`config.mk`:
```
export PLATFORM = sky130hd
export DESIGN_NAME = pll_bringup_seq
export DESIGN_NICKNAME = d
export VERILOG_FILES = /design/src/rtl/pll_seq_pkg.sv /design/src/rtl/pll_lock_sync.sv /design/src/rtl/pll_us_timer.sv /design/src/rtl/pll_seq_fsm.sv /design/src/rtl/pll_bringup_seq.sv
export SDC_FILE = /design/constraint.sdc
export NUM_CORES = 1
export LEC_CHECK = 0
export ABC_AREA = 0
export BUFFER_PORTS_ARGS = -buffer_cell sky130_fd_sc_hd__buf_4
export CORE_UTILIZATION = 50
export CTS_BUF_LIST = sky130_fd_sc_hd__clkbuf_8
export CTS_CLUSTER_DIAMETER = 30
export DETAILED_ROUTE_END_ITERATION = 16
export PLACE_DENSITY = 0.72
export SKIP_LAST_GASP = 1
export SLEW_MARGIN = 20
export SYNTH_ARGS = -nofsm -noshare
export SYNTH_HDL_FRONTEND = slang
export SYNTH_HIERARCHICAL = 1
export SYNTH_SLANG_ARGS = --single-unit
```
`constraint.sdc`:
```
create_clock -name clk -period 2.4 [get_ports clk]
set_input_delay 0.72 -clock clk [delete_from_list [all_inputs] [get_ports clk]]
set_output_delay 0.72 -clock clk [all_outputs]
set_load 0.01 [all_outputs]
```
`src/rtl/pll_seq_pkg.sv`:
```
package pll_seq_pkg;

  typedef enum logic [2:0] {
    ST_IDLE,
    ST_GP_STBY,
    ST_GP_RST,
    ST_CPU_BYP,
    ST_LOCK
  } seq_state_e;

  typedef struct packed {
    logic fsm_en;
    logic standby;
    logic reset_n;
    logic branch_en;
    logic bypass;
    logic out_en;
  } pll_ctrl_t;

endpackage

```
`src/rtl/pll_lock_sync.sv`:
```
module pll_lock_sync #(
  parameter int STAGES = 2
) (
  input  logic clk,
  input  logic rst_n,
  input  logic async_i,
  output logic sync_o
);
  logic [STAGES-1:0] sh_q;

  always_ff @(posedge clk or negedge rst_n) begin
    if (!rst_n) sh_q <= '0;
    else        sh_q <= {sh_q[STAGES-2:0], async_i};
  end

  assign sync_o = sh_q[STAGES-1];
endmodule

```
`src/rtl/pll_us_timer.sv`:
```
module pll_us_timer #(
  parameter int CLK_FREQ_MHZ = 100,
  parameter int CNT_W        = 8
) (
  input  logic             clk,
  input  logic             rst_n,
  input  logic             load_i,
  input  logic [CNT_W-1:0] load_val_i,
  output logic             expired_o
);
  localparam int PRE_W = (CLK_FREQ_MHZ > 1) ? $clog2(CLK_FREQ_MHZ) : 1;
  localparam logic [PRE_W-1:0] PRE_LAST = PRE_W'(CLK_FREQ_MHZ - 1);

  logic [PRE_W-1:0] pre_q;
  logic [CNT_W-1:0] cnt_q;
  logic             us_tick;
  logic             run;

  assign us_tick = (pre_q == PRE_LAST);
  assign run     = (cnt_q != '0);

  always_ff @(posedge clk or negedge rst_n) begin
    if (!rst_n) begin
      pre_q <= '0;
      cnt_q <= '0;
    end else if (load_i) begin
      pre_q <= '0;
      cnt_q <= load_val_i;
    end else if (run) begin
      pre_q <= us_tick ? '0 : pre_q + 1'b1;
      if (us_tick) cnt_q <= cnt_q - 1'b1;
    end
  end

  assign expired_o = !run;
endmodule

```
`src/rtl/pll_seq_fsm.sv`:
```
module pll_seq_fsm
  import pll_seq_pkg::*;
#(
  parameter int CNT_W         = 8,
  parameter int STBY_GAP_US   = 1,
  parameter int BRANCH_GAP_US = 10,
  parameter int BYPASS_GAP_US = 5,
  parameter int LOCK_WAIT_US  = 100
) (
  input  logic             clk,
  input  logic             rst_n,
  input  logic             start_i,
  input  logic             cpu_i,
  input  logic             fsm_req_i,
  input  logic             lock_i,
  input  logic             expired_i,
  output logic             load_o,
  output logic [CNT_W-1:0] load_val_o,
  output pll_ctrl_t        ctrl_o,
  output logic             busy_o,
  output logic             done_o,
  output logic             error_o
);
  seq_state_e state_q, state_d;
  pll_ctrl_t  ctrl_q, ctrl_d;
  logic       cpu_q, cpu_d;
  logic       done_q, done_d;
  logic       err_q, err_d;

  always_comb begin
    state_d    = state_q;
    ctrl_d     = ctrl_q;
    cpu_d      = cpu_q;
    done_d     = done_q;
    err_d      = err_q;
    load_o     = 1'b0;
    load_val_o = '0;
    unique case (state_q)
      ST_IDLE: begin
        if (start_i) begin
          ctrl_d        = '0;
          ctrl_d.fsm_en = fsm_req_i;
          cpu_d         = cpu_i;
          done_d        = 1'b0;
          err_d         = 1'b0;
          load_o        = 1'b1;
          if (cpu_i) begin
            ctrl_d.bypass = 1'b1;
            load_val_o    = CNT_W'(BYPASS_GAP_US);
            state_d       = ST_CPU_BYP;
          end else begin
            ctrl_d.standby = 1'b1;
            load_val_o     = CNT_W'(STBY_GAP_US);
            state_d        = ST_GP_STBY;
          end
        end
      end
      ST_GP_STBY: begin
        if (expired_i) begin
          ctrl_d.reset_n = 1'b1;
          load_o         = 1'b1;
          load_val_o     = CNT_W'(BRANCH_GAP_US);
          state_d        = ST_GP_RST;
        end
      end
      ST_GP_RST: begin
        if (expired_i) begin
          ctrl_d.branch_en = 1'b1;
          load_o           = 1'b1;
          load_val_o       = CNT_W'(LOCK_WAIT_US);
          state_d          = ST_LOCK;
        end
      end
      ST_CPU_BYP: begin
        if (expired_i) begin
          ctrl_d.reset_n = 1'b1;
          load_o         = 1'b1;
          load_val_o     = CNT_W'(LOCK_WAIT_US);
          state_d        = ST_LOCK;
        end
      end
      ST_LOCK: begin
        if (lock_i) begin
          done_d        = 1'b1;
          ctrl_d.out_en = cpu_q;
          state_d       = ST_IDLE;
        end else if (expired_i) begin
          err_d   = 1'b1;
          state_d = ST_IDLE;
        end
      end
      default: state_d = ST_IDLE;
    endcase
  end

  always_ff @(posedge clk or negedge rst_n) begin
    if (!rst_n) begin
      state_q <= ST_IDLE;
      ctrl_q  <= '0;
      cpu_q   <= 1'b0;
      done_q  <= 1'b0;
      err_q   <= 1'b0;
    end else begin
      state_q <= state_d;
      ctrl_q  <= ctrl_d;
      cpu_q   <= cpu_d;
      done_q  <= done_d;
      err_q   <= err_d;
    end
  end

  assign ctrl_o  = ctrl_q;
  assign busy_o  = (state_q != ST_IDLE);
  assign done_o  = done_q;
  assign error_o = err_q;
endmodule

```
`src/rtl/pll_bringup_seq.sv`:
```
module pll_bringup_seq
  import pll_seq_pkg::*;
#(
  parameter int CLK_FREQ_MHZ  = 200,
  parameter int STBY_GAP_US   = 1,
  parameter int BRANCH_GAP_US = 10,
  parameter int BYPASS_GAP_US = 5,
  parameter int LOCK_WAIT_US  = 100,
  parameter int SYNC_STAGES   = 2
) (
  input  logic clk,
  input  logic rst_n,
  input  logic start_i,
  input  logic cpu_variant_i,
  input  logic fsm_en_req_i,
  input  logic lock_i,
  output logic fsm_en_o,
  output logic standby_o,
  output logic reset_n_o,
  output logic branch_en_o,
  output logic bypass_o,
  output logic out_en_o,
  output logic busy_o,
  output logic done_o,
  output logic error_o
);
  localparam int GAP_MAX_A = (STBY_GAP_US > BRANCH_GAP_US) ? STBY_GAP_US : BRANCH_GAP_US;
  localparam int GAP_MAX_B = (BYPASS_GAP_US > LOCK_WAIT_US) ? BYPASS_GAP_US : LOCK_WAIT_US;
  localparam int GAP_MAX   = (GAP_MAX_A > GAP_MAX_B) ? GAP_MAX_A : GAP_MAX_B;
  localparam int CNT_W     = $clog2(GAP_MAX + 1);

  logic             lock_s;
  logic             tmr_load;
  logic [CNT_W-1:0] tmr_val;
  logic             tmr_expired;
  pll_ctrl_t        ctrl;

  pll_lock_sync #(.STAGES(SYNC_STAGES)) u_sync (
    .clk(clk), .rst_n(rst_n), .async_i(lock_i), .sync_o(lock_s)
  );

  pll_us_timer #(.CLK_FREQ_MHZ(CLK_FREQ_MHZ), .CNT_W(CNT_W)) u_timer (
    .clk(clk), .rst_n(rst_n), .load_i(tmr_load), .load_val_i(tmr_val),
    .expired_o(tmr_expired)
  );

  pll_seq_fsm #(
    .CNT_W(CNT_W), .STBY_GAP_US(STBY_GAP_US), .BRANCH_GAP_US(BRANCH_GAP_US),
    .BYPASS_GAP_US(BYPASS_GAP_US), .LOCK_WAIT_US(LOCK_WAIT_US)
  ) u_fsm (
    .clk(clk), .rst_n(rst_n), .start_i(start_i), .cpu_i(cpu_variant_i),
    .fsm_req_i(fsm_en_req_i), .lock_i(lock_s), .expired_i(tmr_expired),
    .load_o(tmr_load), .load_val_o(tmr_val), .ctrl_o(ctrl),
    .busy_o(busy_o), .done_o(done_o), .error_o(error_o)
  );

  assign fsm_en_o    = ctrl.fsm_en;
  assign standby_o   = ctrl.standby;
  assign reset_n_o   = ctrl.reset_n;
  assign branch_en_o = ctrl.branch_en;
  assign bypass_o    = ctrl.bypass;
  assign out_en_o    = ctrl.out_en;
endmodule

```
# Word-level counts from Yosys, hierarchy flattened
# Index checks and enable logic that the tools add are counted.
dict set report word_totals {
  reg_bits 29
  word_cells 81
  inputBits 6
}
dict set report op_classes {
  muxes 34
  addsub 2
  n_eq_ne 14
  n_reduce_logical 18
}
# operator count
set op_table {}
lappend op_table {{7-bit 2-to-1 mux} 5}
lappend op_table {{8-bit 2-to-1 mux} 3}
lappend op_table {{7-bit one-hot mux with 3 select lines} 1}
lappend op_table {{3-bit 2-to-1 mux} 6}
lappend op_table {{2-bit != test, second input constant} 8}
lappend op_table {{1-bit one-hot mux with 2 select lines} 6}
lappend op_table {{3-bit one-hot mux with 4 select lines} 1}
lappend op_table {{2-bit nonzero test} 5}
lappend op_table {{1-bit 2-to-1 mux} 9}
lappend op_table {{3-bit AND reduction} 3}
lappend op_table {{8-bit by 1-bit adder with 8-bit output, second input constant} 1}
lappend op_table {{8-bit equality test, second input constant} 1}
lappend op_table {{4-bit 2-to-1 mux} 2}
lappend op_table {{4-bit AND reduction} 2}
lappend op_table {{7-bit nonzero test} 1}
lappend op_table {{7-bit by 1-bit subtractor with 7-bit output, second input constant} 1}
lappend op_table {{3-bit by 2-bit equality test with 1-bit output, second input constant} 2}
lappend op_table {{2-bit AND reduction} 2}
lappend op_table {{2-bit OR reduction} 2}
lappend op_table {{3-bit by 1-bit equality test with 1-bit output, second input constant} 1}
lappend op_table {{3-bit equality test, second input constant} 1}
lappend op_table {{3-bit zero test} 1}
lappend op_table {{3-bit != test, second input constant} 1}
lappend op_table {{3-bit nonzero test} 1}
lappend op_table {{2 further kinds} 2}

# Logic depth before layout (Yosys ltp)
# Gate-level depths: netlist (run 1).
dict set report logic_depth {
  depth_word 5
  ltp_mapped 14
}

# By module
# Netlist (run 1), hierarchy kept.
# mod n_inst seq_area_each_um2 cells_each area_each_um2
set modules_own_cells {}
lappend modules_own_cells {pll_us_timer 1 375.4 99 942.2}
lappend modules_own_cells {pll_seq_fsm 1 275.3 64 560.5}
lappend modules_own_cells {pll_lock_sync 1 50.0 2 50.0}

# Worst setup path before layout (run 1)
# No wires, ideal clock.
dict set report synth_timing {
  path_type {reg2reg}
  startpoint {register u_timer.cnt_q[0]}
  endpoint {register u_timer.cnt_q[0]}
  path_buffers 3
  t_arrival_ns 2.445
  t_required_ns 2.317
  path_slack_ns -0.128
  stages_incl_launch_ff 15
  setup_time_ns 0.083
  path_cell_list {dfrtp_1 inv_1 ha_1 or2b_2 clkbuf_1 or2_4 clkinv_4 nor2b_1 nand2_1 nor2_1 or3_1 buf_4 clkbuf_1 nand2_1 o21ai_0}
}
dict set report synth_between {
  elab_chain_len 5
}
# element line
set synth_rtl {}
lappend synth_rtl {{start, declared} pll_us_timer.sv:15} ;# logic [CNT_W-1:0] cnt_q;
lappend synth_rtl {{start signal, assigned} pll_us_timer.sv:28} ;# cnt_q <= load_val_i;
lappend synth_rtl {{start signal, assigned} pll_us_timer.sv:31} ;# if (us_tick) cnt_q <= cnt_q - 1'b1;
lappend synth_rtl {{7-bit nonzero test (*)} pll_us_timer.sv:20} ;# assign run = (cnt_q != '0);
lappend synth_rtl {{1-bit 2-to-1 mux (*)} {pll_seq_fsm.sv:59, pll_seq_fsm.sv:67, pll_seq_fsm.sv:75}}
lappend synth_rtl {{1-bit one-hot mux with 2 select lines (*)} pll_seq_fsm.sv:38} ;# unique case (state_q)
lappend synth_rtl {{named net tmr_load} pll_bringup_seq.sv:33} ;# logic tmr_load;
lappend synth_rtl {{2-bit nonzero test (no source line)} n/a}
lappend synth_rtl {{2-bit AND reduction (no source line)} n/a}
# The timed path passes the listed nets; every way through them passes the cells marked *. The select of a mux whose other input is x is not followed.
# A chain may end at the register's enable or synchronous reset.

# Worst setup path in the final report (run 1)
dict set report layout_timing {
  startpoint {register u_timer.cnt_q[3]}
  endpoint {register u_timer.pre_q[6]}
}
dict set report layout_between {
  elab_chain_len 4
}
# element line
set layout_rtl {}
lappend layout_rtl {{7-bit nonzero test (*)} pll_us_timer.sv:20}
lappend layout_rtl {{1-bit 2-to-1 mux (*)} {pll_seq_fsm.sv:59, pll_seq_fsm.sv:67, pll_seq_fsm.sv:75}}
lappend layout_rtl {{1-bit one-hot mux with 2 select lines (*)} pll_seq_fsm.sv:38}
lappend layout_rtl {{named net tmr_load} pll_bringup_seq.sv:33}
lappend layout_rtl {{8-bit 2-to-1 mux / 2-bit nonzero test (equally long branches)} n/a}
lappend layout_rtl {{end signal, assigned} pll_us_timer.sv:30} ;# pre_q <= us_tick ? '0 : pre_q + 1'b1;
lappend layout_rtl {{end, declared} pll_us_timer.sv:14} ;# logic [PRE_W-1:0] pre_q;
# The timed path passes the listed nets; every way through them passes the cells marked *.

==> results of run 1 <==
flip-flops by register name (all words and copies together) (netlist names):
register	count
u_sync/sh_q	2
u_fsm/ctrl_o	6
u_fsm/state_q	3
u_timer/pre_q	8
u_fsm/done_o	1
u_fsm/error_o	1
u_timer/cnt_q	7
synthesized netlist by cell type, drive strengths merged, types with 2 or more instances:
cell type | count | area (sq um)
o2111ai | 5 | 43.79
or4 | 2 | 18.77
nor3b | 2 | 15.01
or3 | 4 | 27.52
a21oi | 8 | 43.79
xor2 | 5 | 43.79
a31oi | 3 | 18.77
nor3 | 4 | 20.02
mux2 | 3 | 41.29
inv | 8 | 30.03
nand2 | 27 | 101.4
nor2 | 14 | 55.06
buf | 7 | 53.80
ha | 3 | 37.54
nand3 | 5 | 25.02
nand3b | 2 | 15.01
clkbuf | 3 | 12.51
dfrtp | 28 | 700.7
o21ai | 13 | 68.82
worst paths after layout:
kind                       slack, ps             start               end  depth (start not counted)
max                              100  u_timer/cnt_q[3]  u_timer/pre_q[6]                         10
min                              350             rst_n  u_timer/pre_q[7]                          1
max reg2reg                      100  u_timer/cnt_q[3]  u_timer/pre_q[6]                         10
min reg2reg                      360    u_sync/sh_q[0]    u_sync/sh_q[1]                          0
max in group asynchronous       1790             rst_n  u_fsm/state_q[0]                          1
min in group clk                 360    u_sync/sh_q[0]    u_sync/sh_q[1]                          0
through the flow:
stage	instance area, sq um	hold slack [ps]	cells	util, %
CTS	1732	357.3	209	60.70
finish	1800	348.3	215	63.11
global route	1800	365.5	215	63.11
detailed placement	1690	334.7	206	59.25
global placement	1690	335.6	206	59.25
floorplan	1558	331.2	165	-
kinds of logic (layout without fill, tap and decap cells):
logic type                 Yosys count  count (layout)  share of synthesized area, %
muxes                                3               3                         2.659
other                                1               1                        0.2415
DFF                                 28              28                         45.12
AOI/OAI and AO/OA                   36              36                         16.52
buffers and inverters               19              38                         6.769
adders and majority gates            3               3                         2.418
and+or+nand+nor                     69              69                         22.89
xor gates and xnor gates             6               6                         3.384
layer usage:
metal / part of all wire (%) / up-vias
met2: 50 / 35
met3: 3.9 / 11
li1: - / 617
met1: 44 / 643
met5: 0 / -
met4: 2.6 / 0
area by class of cell:
cell class                 count  area [sq um]  area share (%)
tap                           31         38.79           2.154
multi-input combinational    118         773.2           42.95
clock buffer                   3         41.29           2.293
timing repair buffer          26         207.7           11.54
sequential                    28         700.7           38.92
inverter                       9         38.79           2.154
where the power goes:
part | leakage (uW) | switching, uW | internal (uW) | total [uW]
clock network | 0.0000216 | 144 | 113 | 257
logic | 0.000452 | 531 | 505 | 1040
registers | 0.000362 | 179 | 626 | 806
repair_timing:
item | CTS | global route
setup buffers | 0 | 6
hold buffers | 0 | 0
endpoints found under the setup margin | 0 | 9
hold endpoints to repair | 0 | 0
resized for setup | 0 | 8
==> results by stage, run 1 <==
Outcome:
- The flow ran to the end, and the final reports show no timing, DRC or antenna violations.

Die:
- The number of standard-cell rows in the floorplan is 19.
- The die area is 0.003332 sq mm.
- The initial core utilization is 54.43%.
- The die boundary height is 57.73 um.
- The core region is 0.002853 sq mm.
- The die is 57.73 um wide.
- In this run the count of I/O pins placed on the die edge is 15.

Synth:
- The most used flip-flop cell after synthesis is sky130_fd_sc_hd__dfrtp_1.
- The number of library cell types mapped by synthesis is 48.
- The total of warnings raised by yosys is 6.
- The netlist area before placement is 0.001553 sq mm.
- After synthesis the netlist holds a flip-flop and latch count of 28.
- The proportion of register bits with asynchronous set or reset after synthesis is 100.0%.
- In this run, synthesis inferred 0 flip-flops with an integrated enable.
- The average instance in the mapped netlist occupies 9.411 sq um.
- The number of nets handed over by synthesis was 174.
- The sequential-to-total area share from yosys stat is 45.12%.
- Synthesis handed over a netlist of 165 instances.

Global routing:
- The number of antenna violations at the first check in global routing is 0.
- met2 is the most crowded layer.
- The number of global-route vias before repair was 1220.
- The met3 layer usage reported by global route is 2.902%.
- Entering global routing, the biggest net connects 29 pins.
- The met1 usage is 27.84%.
- After global routing the overflow that remains totals 0.
- The wire length of the first global-routing pass is 5513 um.
- The met2 usage is 36.38%.
- Global routing used 21.74% of the available tracks.

Worst setup path:
- Data arrives at the worst endpoint at 2450 ps.
- The required time reported for the critical path endpoint is 2550 ps.
- The worst setup path is captured at a register.
- The family with the most delay on the worst path is simple AND/OR/NAND/NOR gates.
- The critical setup path kind is reg -> reg.
- The most numerous cell type found on the critical path is sky130_fd_sc_hd__inv_1.
- The biggest fanout along the worst timing path is 8.
- On the worst path, the slowest cell contributes a delay of 540 ps.
- The startpoint type of the worst setup path is a register.
- Counting both buffers and inverters, the worst setup path holds a total of 3.
- The critical path goes through or4_4, or2_4, clkinv_4, nor2b_2, nand2_2, inv_1, or3_4, inv_1, nand3_1, o32ai_2.
- The slowest stage of the critical path belongs to the cell sky130_fd_sc_hd__or4_4.

Layout:
- Leaving out fill and tap cells, the most frequent cells in the layout are sky130_fd_sc_hd__dfrtp_1, sky130_fd_sc_hd__buf_4, sky130_fd_sc_hd__nand2_1.
- The layout overhead on the synthesized area is 15.96%.
- The antenna diode count is 0.
- The layout net count is 195.
- The library cell used most frequently in the layout, excluding fill and tap cells, is sky130_fd_sc_hd__dfrtp_1.
- In the final layout, the share of cells above drive strength 1 is 30.43%.
- The number of filler instances in the final layout is 252.

Place:
- Once detailed placement completed, the half-perimeter wirelength came to 2294 um.
- Routability-driven placement finished with a final weighted congestion of 0.8202.
- The total of buffers placed on input and output ports is 14.
- The worst setup timing slack at the placement stage is 34.25 ps.

Detailed routing:
- The first detailed-routing pass ran for 4 iterations.
- The number of antenna-violating nets in the routed design is 0.
- The final routed DRC violation total is 0.
- The routed wire length is 3368 um.
- Using the TritonRoute via totals, the vias-per-cell ratio works out to 6.074.
- The iteration-0 DRC count of the detailed router is 54.
- After detailed routing, the average wire length per cell comes to 15.67 um.
- Across all layers, the routed design uses 1306 vias.

Timing:
- The count of final hold-check violations is 0.
- The worst-case setup margin in the final layout is 97.34 ps.
- The final number of max-transition violations is 0.
- The maximum frequency from static timing analysis is 0.4343 GHz.
- The sum of negative setup slack is 0 ps.
- Dividing the final minimum period by the clock period gives 95.94%.
- Between clock sinks in the finished design, the worst skew comes to 4.581 ps.
- The post-layout minimum cycle time is 2303 ps.
- Setup violations remaining at the end of the flow were counted as 0.

Pwr:
- The maximum ir drop on the vdd rail is 753.4 uV.
- For this design the static power due to leakage is 0.0008365 uW.
- The power density over the cells is 1165 mW/mm^2.
- The total power draw is 2098 uW.

Flow run:
- Across the run, the number of max-cap violations was 0.

Clock tree:
- Clock-pin slew was measured on the worst setup and hold paths at 90 ps.
- The clock tree root buffer cell is sky130_fd_sc_hd__clkbuf_8.
- Counting along the longest clock path gives a buffer depth of 2.
- Buffers inserted during clock tree synthesis total 3.
- The number of sinks on the clock net is 28.
- The TritonCTS clock tree is built.
- For the worst-skew pair, the clock arrives at the later sink with an insertion delay of 270 ps.
- CTS built an H-tree with a depth of 1.

Hold path:
- The tightest min-delay check is of the in -> async type.
No activity file was read; power rests on OpenSTA's default activity.
==> inputs of run 2 (changes only) <==
--- a/config.mk
+++ b/config.mk
@@ -11,6 +11,7 @@
 export CTS_BUF_LIST = sky130_fd_sc_hd__clkbuf_8
 export CTS_CLUSTER_DIAMETER = 30
 export DETAILED_ROUTE_END_ITERATION = 16
+export MAX_ROUTING_LAYER = met4
 export PLACE_DENSITY = 0.72
 export SKIP_LAST_GASP = 1
 export SLEW_MARGIN = 20
==> results by stage, run 2 (synthesis results as in run 1) <==
Outcome:
- The flow ran to the end, and the final reports show no timing, DRC or antenna violations.

Layout:
- Counting the fill cells in the layout gives 252.
- The post-route netlist has 30.43% of its cells at a drive strength greater than 1.
- The layout net count is 195.
- The sequential cell area in the final layout is 700.7 sq um.
- The commonest non-fill, non-tap cell in the layout is sky130_fd_sc_hd__dfrtp_1.
- The number of antenna diodes in the final layout is 0.
- The library cells used most frequently in the layout, excluding fill and tap cells, are sky130_fd_sc_hd__dfrtp_1, sky130_fd_sc_hd__buf_4, sky130_fd_sc_hd__nand2_1.
- The flip-flop count of the largest register after layout is 8.
- The register with the most flip-flops in the final layout is u_timer/pre_q.
- Summing all multi-input logic gate instances after layout gives 773.2 sq um.
- The layout overhead on the synthesized area is 15.96%.
- Measured on the finished design, the core utilization comes to 63.11%.

Worst setup path:
- The startpoint type of the worst setup path is a register.
- The biggest fanout along the worst timing path is 12.
- At the worst endpoint, the required time is 2610 ps.
- The critical setup path kind is reg -> reg.
- The worst setup path is captured at a register.
- The worst endpoint data arrival time is 2510 ps.

Clock tree:
- In this run the number of H-tree levels came out at 1.
- The TritonCTS clock tree is built.
- After clock tree synthesis, the clock-pin slew on the worst setup and hold paths is 90 ps.
- The worst-case clock buffer depth is 2.
- The latest clock arrival within the worst-skew pair is 270 ps.
- CTS saw 28 sinks.
- Buffers inserted during clock tree synthesis total 3.
- CTS placed an instance of sky130_fd_sc_hd__clkbuf_8 at the clock tree root.

Die:
- The count of boundary I/O pins is 15.
- The core region is 0.002853 sq mm.
- The floorplan step defined a die boundary enclosing 0.003332 sq mm.
- The horizontal die dimension is 57.73 um.
- The initial core utilization is 54.43%.
- Measured along the y axis, the die boundary spans 57.73 um.
- The number of standard-cell rows in the floorplan is 19.

Global routing:
- Entering global routing, the biggest net connects 29 pins.
- The number of antenna violations at the first check in global routing was 0.
- The global route total overflow is 0.
- The wire length of the first global-routing pass is 5513 um.
- The global-route total usage across every layer is 22.41%.
- The number of global-route vias before repair is 1217.

Place:
- The total of buffers placed on input and output ports is 14.
- After legalization and detailed placement, the total HPWL measured 2294 um.
- The routability congestion estimate is 0.8325.

Detailed routing:
- The routed design has 3382 um of wire.
- The average detailed-routed wire length per instance is 15.73 um.
- The number of antenna-violating nets in the routed design is 0.
- The pre-antenna-repair detailed-routing pass consisted of 4 iterations.
- Detailed routing inserted a total of 1283 vias.
- Using the TritonRoute via totals, the vias-per-cell ratio works out to 5.967.
- For this run, design rule violations remaining after detail routing come to 0.
- The iteration-0 DRC count of the detailed router is 54.

Pwr:
- In this run the static leakage power is 0.0008365 uW.
- The maximum ir drop on the vdd rail is 754.2 uV.
- For this design the ratio of total power to cell area is 1166 mW/mm^2.

Timing:
- The count of final setup violators is 0.
- Timing would allow up to 0.4342 GHz.
- The sum of negative setup slack is 0 ps.
- Of the available clock period, the critical path in the final layout requires 95.96%.
- The final number of max-transition violations is 0.
- The smallest clock period supported by the final layout is computed as 2303 ps.
- For the final database, setup skew stands at 3.735 ps.
- The count of final hold-check violations is 0.

Flow run:
- The number of max-cap violations is 0.

Hold path:
- The path category of the worst min-delay check is in -> async.
[run 2: cell counts in the layout (fill, tap and decap cells not counted)]
No cell type changed its count.
[run 2: repair_timing]
item                                    in CTS  in global routing
setup buffers                                0                  6
gates resized for setup                      0                  8
endpoints found under the setup margin       0                  9
hold buffers                                 0                  0
[run 2: cell type report]
cell class	count	area share, %
repair buffers	26	11.54
clock buffers	3	2.293
flip-flops and latches	28	38.92
inverters	9	2.154
multi-input cells	118	42.95
well taps	31	2.154
[run 2: per-stage QoR]
stage | setup WS (ps) | std cells | hold slack [ps] | instance area, sq um | total power, uW
floorplan | 18.35 | 165 | 331.2 | 1558 | 1448
global placement | 103.0 | 206 | 335.6 | 1690 | 1718
detailed placement | 34.25 | 206 | 334.7 | 1690 | 1747
CTS | 7.585 | 209 | 357.3 | 1732 | 2009
global route | -46.06 | 215 | 365.5 | 1800 | 2251
finish | 96.94 | 215 | 348.9 | 1800 | 2099
[run 2: worst paths after layout]
kind	startpoint	to	slack, ps	cells after the start
setup / recovery	u_timer/cnt_q[0]	u_timer/pre_q[3]	100	13
hold / removal	rst_n	u_timer/pre_q[7]	350	1
setup reg to reg	u_timer/cnt_q[0]	u_timer/pre_q[3]	100	13
hold reg to reg	u_sync/sh_q[0]	u_sync/sh_q[1]	360	0
max in group asynchronous	rst_n	u_fsm/ctrl_o[5]	1780	1
min in group clk	u_sync/sh_q[0]	u_sync/sh_q[1]	360	0
[run 2: layer usage]
layer | wire (um) | track usage [%] | up-vias | part of all wire, %
met4 | 65 | 10.88 | 0 | 1.9
met1 | 1468 | 27.84 | 622 | 43
met5 | 0 | - | - | 0
li1 | - | - | 615 | -
met3 | 140 | 2.902 | 9 | 4.1
met2 | 1707 | 36.38 | 37 | 50
[run 2: power breakdown]
group / internal [uW] / switching [uW]
Sequential: 626 / 179
Clock: 113 / 144
Combinational: 505 / 532
[run 2: critical path: stages (launching register included)]
cell	delay [ps]
sky130_fd_sc_hd__dfrtp_1	380
sky130_fd_sc_hd__inv_2	60
sky130_fd_sc_hd__ha_1	200
sky130_fd_sc_hd__or2b_2	180
sky130_fd_sc_hd__or2_4	150
sky130_fd_sc_hd__clkinv_4	50
sky130_fd_sc_hd__nor2b_2	160
sky130_fd_sc_hd__nand2_2	100
sky130_fd_sc_hd__inv_1	80
sky130_fd_sc_hd__or3_4	400
sky130_fd_sc_hd__buf_12	160
sky130_fd_sc_hd__nor3_4	150
sky130_fd_sc_hd__nand3_1	90
sky130_fd_sc_hd__o21ai_1	90
==> inputs of run 3 (changes only) <==
--- a/config.mk
+++ b/config.mk
@@ -5,14 +5,16 @@
 export SDC_FILE = /design/constraint.sdc
 export NUM_CORES = 1
 export LEC_CHECK = 0
-export ABC_AREA = 0
+export ABC_AREA = 1
 export BUFFER_PORTS_ARGS = -buffer_cell sky130_fd_sc_hd__buf_4
+export CORE_ASPECT_RATIO = 2
 export CORE_UTILIZATION = 50
 export CTS_BUF_LIST = sky130_fd_sc_hd__clkbuf_8
 export CTS_CLUSTER_DIAMETER = 30
 export DETAILED_ROUTE_END_ITERATION = 16
 export MAX_ROUTING_LAYER = met4
 export PLACE_DENSITY = 0.72
+export RECOVER_POWER = 25
 export SKIP_LAST_GASP = 1
 export SLEW_MARGIN = 20
 export SYNTH_ARGS = -nofsm -noshare
==> results by stage, run 3 <==
Outcome:
- The run finished with clean final reports.

Timing:
- The final number of max-transition violations is 0.
- The clock period could shrink to 2157 ps.
- Setup slack closes at 243.1 ps.
- The count of final hold-check violations was 0.
- Measured against its own limit, the worst slew margin works out to 2.272%.
- In the finished design, the share of the clock period the worst path needs comes to 89.87%.
- Derived from the worst setup path, the maximum achievable clock frequency is 0.4636 GHz.
- The worst setup skew after layout is 1.822 ps.
- The count of final setup violators is 0.
- The sum of negative setup slack is 0 ps.
- Setup repair after global routing left no endpoint under its margin.
- For the pin with the worst max-slew slack, the measured transition is 1466 ps.

Synth:
- Summed over all instances, the cell type with the most area after synthesis is sky130_fd_sc_hd__dfrtp_1.
- The Yosys step of the flow raised 6 warnings.
- Synthesis produced a netlist whose cell count is 220.
- In the synthesized netlist the async set-or-reset flop fraction comes to 100.0%.
- For this run, the leading register cell type out of synthesis is sky130_fd_sc_hd__dfrtp_1.
- The netlist area before placement is 0.001634 sq mm.
- By area the synthesized netlist is led by sky130_fd_sc_hd__dfrtp_1, sky130_fd_sc_hd__nand2_1, sky130_fd_sc_hd__nand3_1, sky130_fd_sc_hd__inv_1, sky130_fd_sc_hd__nor2_1.
- Among all cell types in the netlist, the one instantiated most often is sky130_fd_sc_hd__nand2_1.
- In this run the biggest area consumer among cell types represents 42.88% of the synthesized area.
- In this run, synthesis produced a sequential element count of 28.
- The number of library cell types mapped by synthesis is 23.
- The count of flip-flops with a built-in enable after synthesis is 0.
- The commonest cells after synthesis are sky130_fd_sc_hd__nand2_1, sky130_fd_sc_hd__dfrtp_1, sky130_fd_sc_hd__inv_1, sky130_fd_sc_hd__nor2_1, sky130_fd_sc_hd__nand3_1.
- The number of nets handed over by synthesis was 229.
- For this run, the register share of the synthesized area comes to 42.88%.
- Dividing the synthesized area by the synthesized cell count gives 7.428 sq um.

Detailed routing:
- The number of vias after detailed routing is 1427.
- The iteration-0 DRC count of the detailed router is 24.
- The average detailed-routed wire length per instance is 12.93 um.
- In the routed design, unresolved DRC markers number 0.
- Once detail routing completed, the nets flagged for antenna violations numbered 0.
- The ratio of routed vias to standard cells is 5.325.
- The first-pass iteration count of the detailed router is 4.
- The routed wire length is 3466 um.

Pwr:
- The total net switching power is 171.1 uW.
- Sequential cells account for 54.3% of the total power.
- In this run, the clock network consumes 41.2% of the power.
- Combinational logic burns 4.6% of the power.
- The maximum ir drop on the vdd rail is 298.6 uV.
- The internal portion of the total power is 715.9 uW.
- The total power draw is 887.0 uW.
- Net switching is 19.29% of the power.
- The static leakage is 0.0009663 uW.
- Dividing total power by cell area gives a power density of 482.6 mW/mm^2.

Clock tree:
- For this design, the sink count on the clock tree is 28.
- The TritonCTS clock tree is built.
- The count of instances resized after the clock tree is built is 0.
- The TritonCTS buffer count is 3.
- In this run the clock root is driven by a sky130_fd_sc_hd__clkbuf_8.
- The number of hold buffers added after CTS was 0.
- After clock tree synthesis, the clock-pin slew on the worst setup and hold paths is 90 ps.
- The H-tree depth is 1.
- Buffers added to address setup during post-CTS repair amount to 0.
- The latest clock arrival within the worst-skew pair is 270 ps.
- The clock passes through at most 2 buffers.

Place:
- The worst setup timing slack at the placement stage is 279.0 ps.
- Input and output buffers added on the ports amount to 14.
- The cell area after placement is 0.001770 sq mm.
- The routability congestion estimate is 0.8995.
- The HPWL after detailed placement is 2711 um.

Global routing:
- The wire length of the first global-routing pass is 6044 um.
- For this run the aggregate overflow at the end of global routing stands at 0.
- Entering global routing, the biggest net connects 29 pins.
- The number of global-route vias before repair is 1506.
- The global-route total usage across every layer is 22.51%.
- The number of antenna violations at the first check in global routing is 0.

Layout:
- Cells with a size suffix above 1 make up 17.72% of the layout.
- After the last flow step, the layout net total stands at 247.
- The finished cells cover 0.001838 sq mm.
- The register with the most flip-flops in the layout has 8 of them.
- The register with the most flip-flops is u_timer/pre_q.
- The area growth from synthesis to layout is 12.48%.
- The top cell types in the final layout, fill and taps aside, are sky130_fd_sc_hd__nand2_1, sky130_fd_sc_hd__dfrtp_1, sky130_fd_sc_hd__inv_1, sky130_fd_sc_hd__nor2_1, sky130_fd_sc_hd__buf_4.
- The antenna diode count is 0.
- The library cell used most frequently in the layout, excluding fill and tap cells, is sky130_fd_sc_hd__nand2_1.

Worst setup path:
- The stage delay of the slowest cell on the critical path is 350 ps.
- Counting cells, the worst reg-to-reg path comes to 15.
- The worst setup path is captured at a register.
- The worst setup path is launched from a register.
- Data on the critical path arrives at its endpoint at 2320 ps.
- For the worst setup path, the data required time is 2570 ps.
- The biggest fanout along the worst timing path is 10.
- The critical setup path kind is reg -> reg.
- Traced cell by cell, the critical path runs through inv_1, ha_1, nand2_1, nor2_2, nand2_1, inv_2, inv_1, nor2_1, nand3b_1, inv_1, nand3_2, nand2_4, inv_4, nand2_1, o21ai_1.
- The slowest stage of the critical path is the sky130_fd_sc_hd__dfrtp_1 cell.

Die:
- The count of boundary I/O pins is 15.
- Once the floorplan was initialized, standard cells occupied 51.76% of the core.
- The die boundary height is 82.85 um.
- The placeable core region is 0.003157 sq mm.
- The number of standard-cell rows in the floorplan is 29.
- The die area is 0.003515 sq mm.
- From left edge to right edge, the die measures 42.43 um.

Hold path:
- The path category of the worst min-delay check is reg -> reg.
- The number of cells traversed by the worst hold path is 0.

Flow run:
- The number of max-cap violations is 0.
run 3: cell count changes in the layout (fill, tap and decap cells not counted), sizes merged, moves of 5 or more:
cell     before  now
a21oi         8    3
buf          26   17
inv           8   28
nand2        27   78
nand3         5   18
nand4         1    6
nor2         14   26
o2111ai       5    0
o21ai        13   19
xor2          5    0
run 3: per-layer routing:
layer,part of all wire (%),vias up,GRT usage [%],wire length [um]
met1,35,664,19.35,1223
met2,59,31,42.38,2032
met3,1.8,12,2.609,63
met5,0,-,-,0
li1,-,720,-,-
met4,4.2,0,14.49,146
run 3: kinds of logic (layout without fill, tap and decap cells):
| family | Yosys count | in the layout | synth area share [%] |
|---|---|---|---|
| and+or+nand+nor | 131 | 131 | 37.90 |
| DFF | 28 | 28 | 42.88 |
| AOI/OAI and AO/OA | 23 | 23 | 7.197 |
| buffers and inverters | 34 | 51 | 9.495 |
| adders and majority gates | 3 | 3 | 2.297 |
| other | 1 | 1 | 0.2295 |
run 3: critical path, delay by kind of cell, from the launching register on:
kind / cells / cell delay [ps]
and+or+nand+nor: 8 / 910
buffers and inverters: 5 / 550
DFF: 1 / 350
adders and majority gates: 1 / 180
AOI/OAI and AO/OA: 1 / 60
run 3: power groups by stage:
stage                     logic [uW]  registers (uW)  clock network, uW
after global placement          42.2             491                  0
after CTS                       42.6             482                382
final                           40.4             482                365
after detailed placement        42.1             491                  0
after global routing            45.9             482                396
after floorplan                 18.3             491                  0
run 3: final timing paths:
path,start,to,slack (ps)
setup / recovery,u_timer/cnt_q[0],u_timer/cnt_q[1],240
hold / removal,u_sync/sh_q[0],u_sync/sh_q[1],360
setup reg to reg,u_timer/cnt_q[0],u_timer/cnt_q[1],240
hold reg to reg,u_sync/sh_q[0],u_sync/sh_q[1],360
max in group asynchronous,rst_n,u_fsm/error_o,770
min in group asynchronous,rst_n,u_fsm/ctrl_o[5],780
run 3: stage by stage:
stage	hold slack (ps)	utilization, %	instances
finish	358.1	58.22	268
global route	369.1	58.22	268
CTS	355.0	58.34	268
detailed placement	336.2	56.08	264
global placement	336.5	56.08	264
floorplan	331.2	-	220
run 3: area by class of cell:
cell class                      instances  area (sq um)
Fill cell                             308          1319
Multi-Input combinational cell        158         778.2
Sequential cell                        28         700.7
Timing Repair Buffer                   19         138.9
Inverter                               28         110.1
Clock buffer                            3         41.29
Tap cell                               31         38.79
Clock inverter                          1         30.03
